==> config.mk <==
export PLATFORM = sky130hd
export DESIGN_NAME = touch_conv_ctrl
export DESIGN_NICKNAME = d
export VERILOG_FILES = /design/src/rtl/tcc_pkg.sv /design/src/rtl/tcc_regs.sv /design/src/rtl/tcc_sequencer.sv /design/src/rtl/tcc_irq.sv /design/src/rtl/touch_conv_ctrl.sv
export SDC_FILE = /design/constraint.sdc
export NUM_CORES = 1
export LEC_CHECK = 0
export ABC_AREA = 1
export BUFFER_PORTS_ARGS = -buffer_cell sky130_fd_sc_hd__buf_2
export CORE_ASPECT_RATIO = 0.6
export CORE_MARGIN = 1
export CORE_UTILIZATION = 30
export DETAILED_ROUTE_END_ITERATION = 7
export GPL_TIMING_DRIVEN = 0
export PLACE_DENSITY = 0.56
export SYNTH_ARGS = -nofsm -noshare
export SYNTH_HDL_FRONTEND = slang
export SYNTH_SLANG_ARGS = --single-unit
==> constraint.sdc <==
create_clock -name clk -period 2 [get_ports clk]
set_input_delay 0.1 -clock clk [delete_from_list [all_inputs] [get_ports clk]]
set_output_delay 0.1 -clock clk [all_outputs]
set_load 0.005 [all_outputs]
==> src/rtl/tcc_pkg.sv <==
package tcc_pkg;
  localparam int unsigned WORD_W = 16;
  localparam int unsigned FLAG_W = 11;
  localparam int unsigned FN_W   = 4;
  localparam int unsigned RES_W  = 2;
  localparam int unsigned OFF_W  = 4;
  localparam int unsigned ADDR_W = OFF_W + 1;

  typedef enum logic [2:0] {
    ST_NEVER,
    ST_PEN,
    ST_PEN_ONCE,
    ST_ONCE,
    ST_FREE
  } start_rule_e;

  function automatic start_rule_e rule_of(input logic [FN_W-1:0] fn);
    case (fn)
      4'd1, 4'd2:                      rule_of = ST_PEN;
      4'd3, 4'd4, 4'd5:                rule_of = ST_PEN_ONCE;
      4'd6, 4'd7, 4'd8, 4'd10, 4'd12:  rule_of = ST_ONCE;
      4'd9, 4'd11:                     rule_of = ST_FREE;
      default:                         rule_of = ST_NEVER;
    endcase
  endfunction

  function automatic logic [FLAG_W-1:0] mask_of(input logic [FN_W-1:0] fn);
    case (fn)
      4'd1:        mask_of = 11'h600;
      4'd2:        mask_of = 11'h780;
      4'd3:        mask_of = 11'h400;
      4'd4:        mask_of = 11'h200;
      4'd5:        mask_of = 11'h180;
      4'd6:        mask_of = 11'h040;
      4'd7:        mask_of = 11'h030;
      4'd8, 4'd9:  mask_of = 11'h010;
      4'd10:       mask_of = 11'h004;
      4'd11:       mask_of = 11'h070;
      4'd12:       mask_of = 11'h002;
      default:     mask_of = '0;
    endcase
  endfunction

  function automatic logic [3:0] shift_of(input logic [RES_W-1:0] res);
    case (res)
      2'd1:    shift_of = 4'd8;
      2'd2:    shift_of = 4'd6;
      default: shift_of = 4'd4;
    endcase
  endfunction

  function automatic logic [FLAG_W-1:0] clear_of(input logic [OFF_W-1:0] off);
    clear_of = '0;
    if (off < 4'd4)
      clear_of[4'd10 - off] = 1'b1;
    else if (off >= 4'd5 && off <= 4'd11)
      clear_of[4'd11 - off] = 1'b1;
  endfunction
endpackage

==> src/rtl/tcc_regs.sv <==
module tcc_regs
  import tcc_pkg::*;
#(
  parameter int unsigned REF_W = 5,
  parameter int unsigned CFG_W = 6
) (
  input  logic                clk,
  input  logic                rst_n,
  input  logic                wr_en,
  input  logic [ADDR_W-1:0]   addr,
  input  logic [WORD_W-1:0]   wdata,
  output logic                host_q,
  output logic [FN_W-1:0]     fn_q,
  output logic [RES_W-1:0]    res_q,
  output logic [7:0]          filt_q,
  output logic [1:0]          pin_fn_q,
  output logic [REF_W-1:0]    ref_q,
  output logic [CFG_W-1:0]    cfg_q,
  output logic                ctl_wr,
  output logic                ctl_stop,
  output logic                soft_rst
);
  localparam logic [WORD_W-1:0] RESET_KEY = 16'hBB00;
  localparam logic [1:0]        PIN_FN_RST = 2'd2;

  logic [OFF_W-1:0] off;
  logic             ctl_page;
  logic             stat_wr, ref_wr, cfg_wr;

  assign off      = addr[OFF_W-1:0];
  assign ctl_page = addr[OFF_W];
  assign ctl_wr   = wr_en && ctl_page && (off == 4'd0);
  assign stat_wr  = wr_en && ctl_page && (off == 4'd1);
  assign ref_wr   = wr_en && ctl_page && (off == 4'd3);
  assign soft_rst = wr_en && ctl_page && (off == 4'd4) && (wdata == RESET_KEY);
  assign cfg_wr   = wr_en && ctl_page && (off == 4'd5);
  assign ctl_stop = wdata[14];

  always_ff @(posedge clk or negedge rst_n) begin
    if (!rst_n) begin
      host_q   <= 1'b0;
      fn_q     <= '0;
      res_q    <= '0;
      filt_q   <= '0;
      pin_fn_q <= PIN_FN_RST;
      ref_q    <= '0;
      cfg_q    <= '0;
    end else if (soft_rst) begin
      host_q   <= 1'b0;
      fn_q     <= '0;
      res_q    <= '0;
      filt_q   <= '0;
      pin_fn_q <= PIN_FN_RST;
      ref_q    <= '0;
      cfg_q    <= '0;
    end else begin
      if (ctl_wr) begin
        host_q <= wdata[15];
        fn_q   <= wdata[13:10];
        res_q  <= wdata[9:8];
        filt_q <= wdata[7:0];
      end
      if (stat_wr) pin_fn_q <= wdata[15:14];
      if (ref_wr)  ref_q    <= wdata[REF_W-1:0];
      if (cfg_wr)  cfg_q    <= wdata[CFG_W-1:0];
    end
  end

  p_soft_reset_state_r11: assert property (@(posedge clk) disable iff (!rst_n)
    soft_rst |=> (pin_fn_q == PIN_FN_RST) && (fn_q == '0) && (ref_q == '0));
endmodule

==> src/rtl/tcc_sequencer.sv <==
module tcc_sequencer
  import tcc_pkg::*;
#(
  parameter int unsigned CONV_CYCLES = 8
) (
  input  logic               clk,
  input  logic               rst_n,
  input  logic               pen,
  input  logic [FN_W-1:0]    next_fn,
  input  logic [RES_W-1:0]   next_res,
  input  logic               ctl_wr,
  input  logic               ctl_stop,
  input  logic               soft_rst,
  input  logic [FLAG_W-1:0]  flag_clr,
  output logic               en_q,
  output logic               busy_q,
  output logic [RES_W-1:0]   res_q,
  output logic [FLAG_W-1:0]  flags_q
);
  localparam int unsigned CNT_W = (CONV_CYCLES > 1) ? $clog2(CONV_CYCLES) : 1;
  localparam logic [CNT_W-1:0] CNT_LAST = CNT_W'(CONV_CYCLES - 1);

  start_rule_e       rule;
  logic              mode_ok, once, launch;
  logic [CNT_W-1:0]  cnt_q, cnt_d;
  logic [FN_W-1:0]   fn_q;
  logic              en_d, busy_d;
  logic [FLAG_W-1:0] flags_d;

  always_comb begin
    rule = rule_of(next_fn);
    once = (rule == ST_PEN_ONCE) || (rule == ST_ONCE);
    case (rule)
      ST_PEN, ST_PEN_ONCE: mode_ok = pen;
      ST_ONCE, ST_FREE:    mode_ok = 1'b1;
      default:             mode_ok = 1'b0;
    endcase
    launch = en_q && !busy_q && mode_ok && !(once && (|flags_q)) && !ctl_wr && !soft_rst;
  end

  always_comb begin
    en_d    = en_q;
    busy_d  = busy_q;
    cnt_d   = cnt_q;
    flags_d = flags_q & ~flag_clr;
    if (busy_q) begin
      if (cnt_q == '0) begin
        busy_d  = 1'b0;
        flags_d = flags_d | mask_of(fn_q);
      end else begin
        cnt_d = cnt_q - 1'b1;
      end
    end else if (launch) begin
      busy_d = 1'b1;
      cnt_d  = CNT_LAST;
    end
    if (ctl_wr) begin
      en_d = !ctl_stop;
      if (ctl_stop) begin
        busy_d  = 1'b0;
        flags_d = flags_q & ~flag_clr;
      end
    end else if (once && (|flags_q)) begin
      en_d = 1'b0;
    end
    if (soft_rst) begin
      en_d    = 1'b0;
      busy_d  = 1'b0;
      cnt_d   = '0;
      flags_d = '0;
    end
  end

  always_ff @(posedge clk or negedge rst_n) begin
    if (!rst_n) begin
      en_q    <= 1'b0;
      busy_q  <= 1'b0;
      cnt_q   <= '0;
      flags_q <= '0;
    end else begin
      en_q    <= en_d;
      busy_q  <= busy_d;
      cnt_q   <= cnt_d;
      flags_q <= flags_d;
    end
  end

  always_ff @(posedge clk or negedge rst_n) begin
    if (!rst_n) begin
      fn_q  <= '0;
      res_q <= '0;
    end else if (launch) begin
      fn_q  <= next_fn;
      res_q <= next_res;
    end
  end

  p_start_needs_enable_r7: assert property (@(posedge clk) disable iff (!rst_n)
    $rose(busy_q) |-> $past(en_q));
  p_flags_hold_without_clear_r8: assert property (@(posedge clk) disable iff (!rst_n)
    (!$past(soft_rst) && ($past(flag_clr) == '0)) |-> ((flags_q & $past(flags_q)) == $past(flags_q)));
  p_finish_sets_mask_r4: assert property (@(posedge clk) disable iff (!rst_n)
    ($fell(busy_q) && !$past(soft_rst) && !$past(ctl_wr)) |-> ((flags_q & mask_of(fn_q)) == mask_of(fn_q)));
  p_stop_cancels_r12: assert property (@(posedge clk) disable iff (!rst_n)
    (ctl_wr && ctl_stop) |=> (!busy_q && !en_q));
endmodule

==> src/rtl/tcc_irq.sv <==
module tcc_irq
  import tcc_pkg::*;
(
  input  logic        pen,
  input  logic        en,
  input  logic        any_flag,
  input  logic [1:0]  pin_fn,
  output logic        irq_n
);
  logic cond;

  always_comb begin
    case (pin_fn)
      2'd0:    cond = pen;
      2'd1:    cond = any_flag;
      default: cond = pen && !any_flag;
    endcase
    irq_n = !(cond && en);
  end
endmodule

==> src/rtl/touch_conv_ctrl.sv <==
module touch_conv_ctrl
  import tcc_pkg::*;
#(
  parameter int unsigned CONV_CYCLES = 8,
  parameter int unsigned REF_W       = 5,
  parameter int unsigned CFG_W       = 6
) (
  input  logic                 clk,
  input  logic                 rst_n,
  input  logic                 pen_in,
  input  logic [WORD_W-1:0]    sample_in,
  input  logic                 wr_en,
  input  logic                 rd_en,
  input  logic [ADDR_W-1:0]    addr,
  input  logic [WORD_W-1:0]    wdata,
  output logic [WORD_W-1:0]    rdata,
  output logic                 irq_n
);
  localparam logic [WORD_W-1:0] ALL_ONES = '1;

  logic [1:0]        rst_sync_q;
  logic              rst_i_n;
  logic              pen_q;
  logic              host, ctl_wr, ctl_stop, soft_rst;
  logic [FN_W-1:0]   next_fn;
  logic [RES_W-1:0]  next_res, conv_res;
  logic [7:0]        filt;
  logic [1:0]        pin_fn;
  logic [REF_W-1:0]  ref_v;
  logic [CFG_W-1:0]  cfg_v;
  logic              en, busy;
  logic [FLAG_W-1:0] flags, flag_clr;
  logic [OFF_W-1:0]  off;

  always_ff @(posedge clk or negedge rst_n) begin
    if (!rst_n) rst_sync_q <= 2'b00;
    else        rst_sync_q <= {rst_sync_q[0], 1'b1};
  end
  assign rst_i_n = rst_sync_q[1];

  always_ff @(posedge clk or negedge rst_i_n) begin
    if (!rst_i_n) pen_q <= 1'b0;
    else          pen_q <= pen_in;
  end

  assign off      = addr[OFF_W-1:0];
  assign flag_clr = (rd_en && !addr[OFF_W]) ? clear_of(off) : '0;

  tcc_regs #(.REF_W(REF_W), .CFG_W(CFG_W)) u_regs (
    .clk(clk), .rst_n(rst_i_n), .wr_en(wr_en), .addr(addr), .wdata(wdata),
    .host_q(host), .fn_q(next_fn), .res_q(next_res), .filt_q(filt),
    .pin_fn_q(pin_fn), .ref_q(ref_v), .cfg_q(cfg_v),
    .ctl_wr(ctl_wr), .ctl_stop(ctl_stop), .soft_rst(soft_rst)
  );

  tcc_sequencer #(.CONV_CYCLES(CONV_CYCLES)) u_seq (
    .clk(clk), .rst_n(rst_i_n), .pen(pen_q), .next_fn(next_fn), .next_res(next_res),
    .ctl_wr(ctl_wr), .ctl_stop(ctl_stop), .soft_rst(soft_rst), .flag_clr(flag_clr),
    .en_q(en), .busy_q(busy), .res_q(conv_res), .flags_q(flags)
  );

  tcc_irq u_irq (
    .pen(pen_q), .en(en), .any_flag(|flags), .pin_fn(pin_fn), .irq_n(irq_n)
  );

  always_comb begin
    rdata = ALL_ONES;
    if (addr[OFF_W]) begin
      case (off)
        4'd0: rdata = {pen_q, !busy, next_fn, next_res, filt};
        4'd1: rdata = {pin_fn, !en, host, |flags, flags};
        4'd3: rdata = WORD_W'(ref_v);
        4'd5: rdata = WORD_W'(cfg_v);
        default: rdata = ALL_ONES;
      endcase
    end else begin
      case (off)
        4'd4, 4'd8, 4'd11, 4'd12, 4'd13, 4'd14, 4'd15: rdata = ALL_ONES;
        default: rdata = sample_in >> shift_of(conv_res);
      endcase
    end
  end

  p_irq_quiet_when_disabled_r10: assert property (@(posedge clk) disable iff (!rst_i_n)
    !en |-> irq_n);
endmodule

======== Word level (Yosys, flattened, before mapping) ========
Memories as Yosys holds them, arrays and structs flattened.
Cells that the tools add are included.
word-level totals
  register bits ........................... 53
  bits of input ports ..................... 42
  memories kept ........................... 2
  logic and storage cells ................. 142
  bits in read-only memories .............. 192
memory list
  memory            words  width  rd ports  clocked after memory_dff  wr ports  RTL line       source
  (name not given)  16     9      1         0                         0         tcc_pkg.sv:28  case (fn)
  (name not given)  16     3      1         0                         0         tcc_pkg.sv:18  case (fn)
cells by class
  shift operators ......................... 1
  muxes and demuxes ....................... 49
  reduce and logical (&&, ||, !) cells .... 43
  bitwise logic cells ..................... 3
  equality and inequality tests ........... 19
  add/sub/neg operators ................... 3
  order comparisons ....................... 7
operator list
  cell                    number
  $mux W11                10
  $pmux W16 S4            1
  $mux W16                2
  $eq A4 B4 Y1 const B    6
  $logic_and A1 B1 Y1     19
  $eq A16 B16 Y1 const B  1
  $mux W4                 4
  $mux W8                 2
  $shr A16 B4 Y16         1
  $mux W1                 13
  $mux W3                 4
  $mux W6                 2
  $and A11 B11 Y11        1
  $not A11 Y11            1
  $or A11 B11 Y11         1
  $reduce_or A11 Y1       1
  $lt A4 B5 Y1 const B    2
  $mux W5                 2
  $logic_not A1 Y1        9
  $demux W1 S4            2
  $eq A4 B3 Y1 const B    2
  $ge A4 B1 Y1 const B    2
  $mux W2                 4
  $pmux W4 S2             1
  other kinds (23)        32

======== Longest topological paths before layout ========
Gate-level depths: netlist (run 1).
  depth in word-level cells ............... 16
  depth in mapped cells ................... 13
  mapped depth without buffers ............ 13

======== By module ========
From an unflattened synthesis (run 1), not the netlist that was laid out.
unflattened totals
  cell total of the unflattened synthesis .. 577
  area, all modules ....................... 3813.7 um2
modules (own cells, without submodules)
  module           cells an instance  area an instance (um2)  times used
  tcc_regs         158                1365.1                  1
  tcc_sequencer    170                1310.0                  1
  touch_conv_ctrl  240                1101.1                  1
  tcc_irq          9                  37.5                    1

======== Worst setup path after synthesis (run 1) ========
Ideal clock, no wire load.
  kind .................................... reg-to-reg
  from .................................... register u_regs.fn_q[1]
  to ...................................... register u_seq.fn_q[0]
  required time ........................... 1.877 ns
  clock period less this slack ............ 1.562 ns
  cell stages (with the launch flop) ...... 13
  library setup time ...................... 0.123 ns
  buffers on the path ..................... 0
  arrival ................................. 1.439 ns
  setup slack ............................. 0.438 ns
  path through ............................ dfrtp_1 > inv_1 > ha_1 > inv_1 > nand2_1 > nand3_1 > nand2_1 > nand2_1 > nand2_1 > nand2_1 > nand4_2 > nand2_1 > o21ai_1
between the ends
  cells in the longest elaborated chain, start to end .. 8
  elaborated cells on any way between the ends .. 15
ends and longest elaborated chain
  what                                                            RTL line                                  source
  start: declaration                                              tcc_regs.sv:13                            output logic [FN_W-1:0] fn_q,
  start signal: assignment                                        tcc_regs.sv:59                            fn_q <= wdata[13:10];
  $mem_v2 Z16 W3 (*)                                              -
  $eq A3 B3 Y1 (tied with other cells)                            tcc_sequencer.sv:33                       case (rule)
  $reduce_or A2 Y1 / $logic_or A1 B1 Y1 (equally long branches)   tcc_sequencer.sv:33, tcc_sequencer.sv:32
  $pmux W1 S2 / $logic_and A1 B1 Y1 (equally long branches)       tcc_sequencer.sv:33, tcc_sequencer.sv:38
  $logic_and A1 B1 Y1 / $logic_not A1 Y1 (equally long branches)  tcc_sequencer.sv:38                       launch = en_q && !busy_q && mode_ok && !(once && (|flags_q)) && !ctl_wr && !soft_rst;
  $logic_and A1 B1 Y1 (*) (3 in a row)                            tcc_sequencer.sv:38
  end signal: assignment                                          tcc_sequencer.sv:93                       fn_q <= next_fn;
  end: declaration                                                tcc_sequencer.sv:26                       logic [FN_W-1:0] fn_q;
Every way passes the cells marked *; elsewhere a longest branch is shown, timed or not.
A chain may end at the register's enable or synchronous reset.

======== Worst setup path in the final report (run 1) ========
  from .................................... register u_regs.fn_q[0]
  to ...................................... register u_seq.cnt_q[2]
between the ends
  cells in the longest elaborated chain, start to end .. 10
  elaborated cells on any way between the ends .. 17
ends and longest elaborated chain
  what                                                            RTL line                                  source
  $mem_v2 Z16 W3 (*)                                              -
  $eq A3 B3 Y1 (tied with other cells)                            tcc_sequencer.sv:33
  $reduce_or A2 Y1 / $logic_or A1 B1 Y1 (equally long branches)   tcc_sequencer.sv:33, tcc_sequencer.sv:32
  $pmux W1 S2 / $logic_and A1 B1 Y1 (equally long branches)       tcc_sequencer.sv:33, tcc_sequencer.sv:38
  $logic_and A1 B1 Y1 / $logic_not A1 Y1 (equally long branches)  tcc_sequencer.sv:38
  $logic_and A1 B1 Y1 (*) (3 in a row)                            tcc_sequencer.sv:38
  $reduce_bool A3 Y1 (no line) (*)                                -
  $reduce_and A2 Y1 (no line) (*)                                 -
  end signal: assignment                                          tcc_sequencer.sv:83                       cnt_q <= cnt_d;
  end: declaration                                                tcc_sequencer.sv:25                       logic [CNT_W-1:0] cnt_q, cnt_d;
Marks and branches as above.

==> flow_summary_export.csv, run 1 <==
group,metric,value,unit
pwr,power,4.12,mW
routing,drt-initial-drc-count,317,
setup_path,worstSetupPathType,"reg -> reg",
setup_path,path_cells,"inv_2 -> ha_1 -> nand2_1 -> nand3_1 -> a21oi_1 -> nand2_2 -> nand3_4 -> nand3_1 -> nand2_1 -> nand2_1",
die,num_rows,29,
die,coreArea,10800,sq um
layout,nFillCells,1146,
routing,drt-total-wl,11.5,mm
sta,finalCritPeriodShare,95.0,%
layout,utilization,38.1,%
sta,final_hold_viol_count,0,
routing,ant_nets,0,
sta,slew_viol_final,0,
sta,skew,0.00737,ns
yosys,synth_seq_cells,53,
sta,fmax,526,MHz
grt,grt_pass1_wl,17.5,mm
sta,relSlewSlack,59.8,%
pwr,power.density,998,nW/um^2
yosys,synth_nets,508,
setup_path,path_max_fanout,7,
cts,clk_latency,0.30,ns
routing,num_vias,3443,
sta,setup_viol,0,
yosys,synth-xor-area-share,0,%
die,num_io_pins,59,
routing,wl_per_cell,17.4,um
yosys,synth_compound_area_share,18.6,%
place,port_buffers,54,
setup_path,path_buf_inv,1,
flow_run,maxCapViolCount,0,
yosys,ys_warn_count,0,
sta,worst_pin_slew,0.599,ns
layout,syn_to_final_growth,21.0,%
yosys,synth_cell_type_count,46,
cts,htreeDepth,2,
routing,vias_per_cell,5.22,
yosys,synth.largest_area_cell,"dfrtp_1",
yosys,synth_simple_gate_area_share,27.3,%
yosys,seq_area_frac_synth,39.0,%
pwr,leakage,2.11,nW
die,fp.dieH,84.6,um
grt,track_usage,19.9,%
layout,final_nets,573,
setup_path,cp-start-kind,"register",
cts,cts_max_path_buffers,2,
setup_path,crit_path_max_incr_delay,0.43,ns
yosys,synth_mux_area_share,0,%
cts,clk_pin_slew,0.08,ns
worst_hold_path,holdCritPathClass,"in -> reg",
sta,min_period,1.90,ns
grt,antenna_found_initial,0,
yosys,synth_fa_ha_area_share,4.04,%
yosys,syn-instance-count,455,
cts,cts_buffers,5,
yosys,syn_area,3410,sq um
setup_path,critPathRequiredTime,2.19,ns
routing,drc_errors,0,
run_status,status,"finished, final reports clean",
yosys,synth_area_leaders,"dfrtp_1 (38%), nand2_1 (12%), inv_1 (8.1%)",
yosys,syn_avg_cell_area,7.49,sq um
layout,final_common_cell,"nand2_1",
setup_path,cp.arrival,2.09,ns
layout,antenna_cells,0,
cts,cts_tree,"done",
layout,regArea,1330,sq um
setup_path,crit_family,"simple AND/OR/NAND/NOR gates",
setup_path,critPathSlowestCell,"dfrtp_1",
layout,drive_above_1_share,22.5,%
yosys,yosys.area.top_type_share,38.2,%
place,dp_hpwl,8.88,mm
grt,overflow,0,
layout,multi_input_area,1760,sq um
routing,drt-pass1-iter-count,5,
die,die-area,11800,sq um
layout,final_cell_mix,"nand2_1 (108), inv_1 (72), buf_2 (56)",
die,fp.dieW,140,um
grt,grt_pass1_vias,3131,
place,gp_congestion,0.901,
yosys,synth_top_family_by_area,"simple AND/OR/NAND/NOR gates",
grt,grt_max_degree,40,
cts,cts_setup_buffers,0,
pwr,ir_worst_vdd,0.488,mV
cts,cts_root_buffer,"clkbuf_16",
setup_path,crit_top_cell,"nand2_1",
cts,cts_sinks,53,
setup_path,end_kind,"register",
die,start_util,31.5,%
==> worst min-delay path, cell delays in order <==
cell and delay, ns:
buf_2 0.10, nand2_1 0.05, o21ai_0 0.05
==> kinds of logic (layout without fill, tap and decap cells) <==
logic type,after synthesis,in the layout
compound gates,103,103
fa+ha+maj,11,11
buf+inv,93,158
flops,53,53
other cells,1,1
simple gates,194,195
==> cell usage after synthesis (all sizes together) <==
cell type / number
dfstp: 1
a32oi: 4
conb: 1
o311ai: 1
a31oi: 3
o21ai: 39
a211oi: 1
a22oi: 8
inv: 85
a21oi: 27
o31ai: 2
nand2: 119
a2bb2oi: 2
o211ai: 3
o22ai: 3
a41oi: 2
nand3: 25
or2: 3
nand4: 12
dfrtp: 52
o2111ai: 2
clkinv: 2
buf: 6
a221oi: 2
nor2: 29
o221ai: 4
ha: 11
nor3: 6
==> per-layer routing <==
layer	global-route usage (%)	vias up	wire (um)
met3	5.08	8	1010
met2	26.4	166	4360
li1	-	1635	-
met1	31.6	1634	6050
met5	0	-	0
met4	3.30	0	58
==> what timing repair did <==
action | CTS | global route
hold endpoints to repair | 3 | 0
gates cloned | 0 | 1
pin swaps | 1 | 1
hold buffers | 2 | 0
resized for setup | 5 | 8
setup endpoints to repair | 13 | 11
==> power breakdown <==
part	switching, mW	total [mW]	internal (mW)
Clock	0.424	1.05	0.626
Combinational	0.980	1.52	0.538
Sequential	0.228	1.55	1.32
==> final timing paths <==
check,slack (ns),end,cells after the start,from
min in group asynchronous,0.10,rst_sync_q[0],2,rst_n
max,0.10,u_seq.cnt_q[2],10,u_regs.fn_q[0]
max reg2reg,0.10,u_seq.cnt_q[2],10,u_regs.fn_q[0]
min reg2reg,0.17,u_seq.flags_q[2],0,rst_sync_q[1]
min,0.04,u_regs.cfg_q[4],3,wdata[4]
max in group asynchronous,1.25,u_regs.pin_fn_q[1],1,rst_sync_q[1]
==> cell type report <==
class | instances | share of cell area [%]
clock inverters | 2 | 0.910
flip-flops and latches | 53 | 32.3
multi-input cells | 310 | 42.6
well taps | 139 | 4.22
inverters | 87 | 8.07
clock buffers | 6 | 3.37
repair buffers | 57 | 7.52
plain buffers | 6 | 1.06
==> through the flow <==
| stage | instances | setup slack (ns) | hold WS (ns) | setup TNS [ns] | cell area (sq um) |
|---|---|---|---|---|---|
| after floorplan | 455 | 0.417 | -0.196 | 0 | 3410 |
| after global placement | 648 | -0.327 | -0.115 | -16.07 | 3850 |
| after detailed placement | 649 | -0.0151 | -0.115 | -0.0410 | 3870 |
| after CTS | 659 | 0.0274 | 0.0381 | 0 | 4090 |
| after global routing | 660 | -0.0115 | 0.0471 | -0.0115 | 4120 |
| final | 660 | 0.101 | 0.0396 | 0 | 4120 |
==> sequential cells by signal, indices dropped and copies added (netlist names) <==
| name | flops |
|---|---|
| u_seq.flags_q | 11 |
| u_regs.filt_q | 8 |
| u_regs.cfg_q | 6 |
| u_regs.ref_q | 5 |
| u_regs.fn_q | 4 |
| u_seq.fn_q | 4 |
| u_seq.cnt_q | 3 |
| rst_sync_q | 2 |
| u_regs.pin_fn_q | 2 |
| u_regs.res_q | 2 |
| u_seq.res_q | 2 |
| pen_q | 1 |
| u_regs.host_q | 1 |
| u_seq.busy_q | 1 |
| u_seq.en_q | 1 |
No activity file was read; power rests on OpenSTA's default activity.
==> run 2: changes to the inputs <==
--- a/config.mk
+++ b/config.mk
@@ -5,14 +5,13 @@
 export SDC_FILE = /design/constraint.sdc
 export NUM_CORES = 1
 export LEC_CHECK = 0
-export ABC_AREA = 1
 export BUFFER_PORTS_ARGS = -buffer_cell sky130_fd_sc_hd__buf_2
 export CORE_ASPECT_RATIO = 0.6
 export CORE_MARGIN = 1
 export CORE_UTILIZATION = 30
 export DETAILED_ROUTE_END_ITERATION = 7
-export GPL_TIMING_DRIVEN = 0
 export PLACE_DENSITY = 0.56
+export REMOVE_ABC_BUFFERS = 1
 export SYNTH_ARGS = -nofsm -noshare
 export SYNTH_HDL_FRONTEND = slang
 export SYNTH_SLANG_ARGS = --single-unit
==> run 2 against run 1 <==
Effect of this change:
- final cell count down 9.7%
- sequential share of layout area down 0.81 points
- sequential power up 5%
- wire length down 7.8%
- sequential cell count unchanged
- critical endpoint is now u_seq.res_q[0]
==> flow_summary_export.csv, run 2 <==
group,metric,value,unit
setup_path,critPathRequiredTime,2.18,ns
die,start_util,31.1,%
grt,grt_pass1_wl,16.6,mm
die,die-area,11500,sq um
routing,drt-initial-drc-count,318,
setup_path,end_kind,"register",
setup_path,cp.arrival,2.17,ns
layout,syn_to_final_growth,27.9,%
cts,cts_sinks,53,
routing,drt-total-wl,10.6,mm
sta,slew_viol_final,0,
flow_run,maxCapViolCount,0,
die,coreArea,10600,sq um
yosys,synth_area_leaders,"dfrtp_1 (39%), nand2_1 (7.8%), a22oi_1 (5.9%)",
cts,cts_max_path_buffers,2,
layout,final_cell_mix,"nand2_1 (69), buf_2 (54), dfrtp_1 (49)",
grt,track_usage,19.1,%
die,num_rows,29,
routing,drt-pass1-iter-count,5,
setup_path,worstSetupPathType,"reg -> reg",
yosys,synthTopCellsByCount,"nand2_1 (69), dfrtp_1 (52), o21ai_0 (35), a21oi_1 (34), a22oi_1 (26)",
yosys,synth.most_common_cell,"nand2_1",
die,fp.dieH,83.4,um
routing,wl_per_cell,17.7,um
layout,nFillCells,1061,
setup_path,r2r-end,"u_seq.res_q[0]",
sta,fmax,502,MHz
yosys,synth_seq_cells,53,
sta,relSlewSlack,49.4,%
sta,min_period,1.99,ns
sta,final_hold_viol_count,0,
routing,vias_per_cell,5.44,
cts,htreeDepth,2,
pwr,power,3.91,mW
yosys,syn_avg_cell_area,8.69,sq um
layout,final_nets,508,
grt,grt_pass1_vias,3012,
yosys,synth.largest_area_cell,"dfrtp_1",
layout,largest_reg_flops,11,
cts,cts_buffers,5,
layout,reg.largest.list,"u_seq.flags_q (11), u_regs.filt_q (8), u_regs.cfg_q (6)",
die,num_io_pins,59,
yosys,synth_cell_type_count,52,
setup_path,reg2reg_from,"u_regs.fn_q[0]",
worst_hold_path,worstHoldPathCells,3,
setup_path,r2r_cells,8,
yosys,syn-instance-count,381,
grt,grt_max_degree,30,
layout,antenna_cells,0,
worst_hold_path,holdPathEnd,"u_regs.filt_q[6]",
setup_path,cp-start-kind,"register",
yosys,ys_async_sr_fraction,100,%
place,placed_cell_area,3910,sq um
yosys,syn_area,3310,sq um
setup_path,rrSetupSlack,0.01,ns
layout,regArea,1330,sq um
yosys,seq_area_frac_synth,40.1,%
routing,drc_errors,0,
routing,num_vias,3245,
grt,overflow,0,
place,gp_congestion,0.870,
layout,design_area,4230,sq um
sta,setup_slack,0.00975,ns
layout,final_common_cell,"nand2_1",
yosys,ys.flop_type,"dfrtp_1",
cts,cts_tree,"done",
pwr,leakage,1.79,nW
routing,ant_nets,0,
yosys,ys_warn_count,0,
run_status,status,"finished, final reports clean",
sta,rsz0062_at_grt,"true",
worst_hold_path,holdCritPathClass,"in -> reg",
place,dp_hpwl,7.94,mm
sta,skew,0.00514,ns
yosys,yosys.area.top_type_share,39.3,%
grt,antenna_found_initial,0,
place,pre_cts_slack,-0.0520,ns
cts,clk_pin_slew,0.07,ns
layout,regMostFlops,"u_seq.flags_q",
setup_path,path_max_fanout,5,
cts,cts_root_buffer,"clkbuf_16",
sta,worst_pin_slew,0.758,ns
sta,setup_viol,0,
worst_hold_path,hp-start,"wdata[6]",
pwr,ir_worst_vdd,0.346,mV
layout,drive_above_1_share,28.2,%
cts,clk_latency,0.30,ns
die,fp.dieW,138,um
sta,finalCritPeriodShare,99.5,%
yosys,synth_edf_count,0,
pwr,power.density,923,nW/um^2
place,port_buffers,54,
layout,multi_input_area,1930,sq um
run 2: final cells by class:
class	count	area share, %
clock buffer	6	3.04
sequential	53	31.4
tap	139	4.11
multi-input combinational	293	45.6
clock inverter	2	0.827
inverter	14	1.24
timing repair buffer	89	13.7
run 2: timing repair:
action                                  CTS  global route
buffers inserted                          1             2
gates resized for setup                   3            20
endpoints found under the hold margin     3             0
hold buffers                              2             0
pin swaps                                 2             8
endpoints found under the setup margin   16            20
run 2: cell families after synthesis:
family	synth area share, %
compound gates	24.6
xor+xnor	0.529
fa+ha+maj	3.78
buf+inv	4.61
flops	40.1
mux	5.07
other cells	0.113
simple gates	21.2
run 2: metrics by stage:
step	util (%)	TNS, ns	hold WS, ns	cells
floorplan	-	-1.59	-0.196	360
global route	39.8	-0.241	0.0379	596
detailed placement	36.8	-0.246	-0.111	583
CTS	38.7	0	0.0365	594
finish	39.8	0	0.0426	596
global placement	36.8	0	-0.114	583
run 2: where the power goes:
group / internal, mW / switching (mW)
Clock: 0.590 / 0.406
Combinational: 0.659 / 0.632
Sequential: 1.31 / 0.317
Total: 2.55 / 1.35
run 2: worst max path at each step:
stage	start	to	slack, ns	depth (start not counted)
4_1_cts	u_regs.fn_q[0]	u_seq.res_q[0]	0.003	8
2_1_floorplan	wdata[7]	u_seq.res_q[0]	-0.27	5
3_5_place_dp	u_regs.fn_q[0]	u_seq.fn_q[3]	-0.05	8
5_1_grt	u_regs.fn_q[1]	u_seq.res_q[1]	-0.04	7
6_report	u_regs.fn_q[0]	u_seq.res_q[0]	0.01	8
3_3_place_gp	u_regs.fn_q[0]	u_seq.fn_q[2]	0.004	7
run 2: per-layer routing:
layer  track usage [%]  up-vias  share of wire [%]
met4              3.60        0               0.90
met2              24.7      113                 39
met3              2.87        9                6.3
met5                 0        -                  0
met1              32.2     1595                 54
li1                  -     1528                  -
run 2: critical path, cell delays in order, from the launching register on:
cell and delay (ns):
dfrtp_1 0.37, inv_2 0.06, ha_4 0.29, nor4_4 0.04, a311oi_2 0.29, nand3_1 0.17
nor3b_4 0.20, buf_6 0.16, mux2_4 0.29
==> run 3: changes to the inputs <==
==> constraint.sdc (replaced) <==
create_clock -name clk -period 2.04 [get_ports clk]
set_input_delay 0.102 -clock clk [delete_from_list [all_inputs] [get_ports clk]]
set_output_delay 0.102 -clock clk [all_outputs]
set_load 0.005 [all_outputs]
==> run 3 against run 2 <==
Effect of this change:
- critical path depth unchanged
- utilization shrank 0.84 points
- fmax is 0.98% higher
- largest power group unchanged
- non-clock buffer count fell by 4
- register-to-register slack improved by 0.06 ns
- clock-buffer cell count unchanged
- total power fell by 5.0%
- final cell count shrank 0.67%
- critical endpoint is now u_seq.res_q[1]
- sequential share of layout area up 0.64 points
- global-route usage fell by 0.37 points
==> flow_summary_export.csv, run 3 (same netlist as run 2, synthesis figures left out) <==
group,metric,value,unit
setup_path,path_max_fanout,5,
cts,cts_tree,"done",
sta,worst_pin_slew,0.768,ns
flow_run,maxCapViolCount,0,
routing,ant_nets,0,
die,start_util,31.1,%
layout,drive_above_1_share,27.2,%
place,port_buffers,54,
layout,reg.largest.list,"u_seq.flags_q (11), u_regs.filt_q (8), u_regs.cfg_q (6)",
die,num_io_pins,59,
layout,final_cell_mix,"nand2_1 (69), buf_2 (54), dfrtp_1 (50)",
setup_path,cp-start-kind,"register",
sta,finalCritPeriodShare,96.6,%
pwr,leakage,1.76,nW
die,num_rows,29,
place,gp_congestion,0.868,
grt,grt_pass1_wl,16.2,mm
sta,skew,0.00444,ns
sta,final.setup.tns,0,ns
routing,drc_errors,0,
die,die-area,11500,sq um
grt,antenna_found_initial,0,
layout,regMostFlops,"u_seq.flags_q",
layout,multi_input_area,1890,sq um
layout,antenna_cells,0,
cts,clk_pin_slew,0.07,ns
pwr,ir_worst_vdd,0.350,mV
grt,grt_max_degree,31,
routing,drt-initial-drc-count,256,
setup_path,r2r_cells,8,
cts,cts_sinks,53,
layout,stdcell_count,592,
setup_path,end_kind,"register",
layout,regArea,1330,sq um
routing,num_vias,3234,
sta,setup_viol,0,
sta,slew_viol_final,0,
layout,nFillCells,1072,
die,fp.dieW,138,um
cts,clk_latency,0.30,ns
cts,htreeDepth,2,
cts,cts_buffers,5,
sta,setup_slack,0.0690,ns
grt,grt_pass1_vias,2991,
routing,wl_per_cell,17.6,um
layout,final_common_cell,"nand2_1",
setup_path,worstSetupPathType,"reg -> reg",
worst_hold_path,holdCritPathClass,"in -> reg",
routing,drt-pass1-iter-count,6,
cts,cts_max_path_buffers,2,
place,pre_cts_slack,0.0134,ns
die,coreArea,10600,sq um
place,dp_hpwl,7.86,mm
worst_hold_path,worstHoldPathCells,3,
setup_path,cp.arrival,2.16,ns
routing,drt-total-wl,10.4,mm
run_status,status,"finished, final reports clean",
layout,largest_reg_flops,11,
cts,cts_root_buffer,"clkbuf_16",
die,fp.dieH,83.4,um
pwr,power.density,895,nW/um^2
layout,syn_to_final_growth,25.3,%
setup_path,critPathRequiredTime,2.23,ns
routing,vias_per_cell,5.46,
grt,track_usage,18.8,%
place,dp.cells,580,
grt,overflow,0,
sta,min_period,1.97,ns
layout,final_nets,504,
sta,rsz0062_at_grt,"true",
sta,fmax,507,MHz
sta,relSlewSlack,48.7,%
sta,final_hold_viol_count,0,
[run 3: changes by cell type in the layout (fill, tap and decap cells not counted), sizes merged]
cell,before,now
clkinvlp,0,1
inv,14,15
bufinv,1,0
clkinv,1,0
buf,87,83
[run 3: final timing paths]
| path | start | to | slack, ns |
|---|---|---|---|
| setup / recovery | u_regs.fn_q[1] | u_seq.res_q[1] | 0.07 |
| hold / removal | wdata[9] | u_regs.res_q[1] | 0.04 |
| setup reg to reg | u_regs.fn_q[1] | u_seq.res_q[1] | 0.07 |
| hold reg to reg | rst_sync_q[1] | u_regs.fn_q[3] | 0.25 |
| max in group asynchronous | rst_sync_q[1] | u_seq.res_q[0] | 1.22 |
| min in group asynchronous | rst_n | rst_sync_q[0] | 0.11 |
[run 3: per-stage QoR]
step | power, mW | utilization (%) | area (sq um) | hold slack [ns]
floorplan | 2.24 | - | 3210 | -0.194
global placement | 2.68 | 36.6 | 3890 | -0.112
detailed placement | 2.71 | 36.6 | 3890 | -0.109
CTS | 3.62 | 38.2 | 4060 | 0.0325
global route | 3.96 | 39.0 | 4150 | 0.0495
finish | 3.71 | 39.0 | 4150 | 0.0394
[run 3: report_power, final]
group / internal [mW] / switching (mW) / total (mW)
registers: 1.28 / 0.315 / 1.59
logic: 0.616 / 0.602 / 1.22
clock network: 0.494 / 0.406 / 0.900
total: 2.39 / 1.32 / 3.71
[run 3: cell type report]
type | count | share of cell area [%]
Clock buffer | 6 | 3.35
Clock inverter | 2 | 0.392
Inverter | 14 | 1.27
Multi-Input combinational cell | 293 | 45.7
Sequential cell | 53 | 32.1
Tap cell | 139 | 4.20
Timing Repair Buffer | 85 | 13.0
[run 3: routing by layer]
| metal | share of wire [%] | global-route usage [%] | vias up |
|---|---|---|---|
| met1 | 53 | 31.5 | 1581 |
| met4 | 1.0 | 4.70 | 0 |
| met2 | 39 | 23.4 | 119 |
| met5 | 0 | 0 | - |
| li1 | - | - | 1522 |
| met3 | 6.9 | 3.36 | 12 |
[run 3: critical path, stage by stage, from the launching register on]
cell and delay, ns:
dfrtp_1 0.38, inv_2 0.07, ha_4 0.26, nor4_2 0.04, a311oi_2 0.29, nand3_1 0.17
nor3b_4 0.20, buf_6 0.15, mux2_4 0.30
[run 3: repair_timing]
action / 4_1_cts / 5_1_grt
gates resized for setup: 1 / 13
setup endpoints to repair: 11 / 11
hold buffers: 2 / 0
setup buffers: 0 / 2
hold endpoints to repair: 3 / 0
pin swaps: 1 / 7
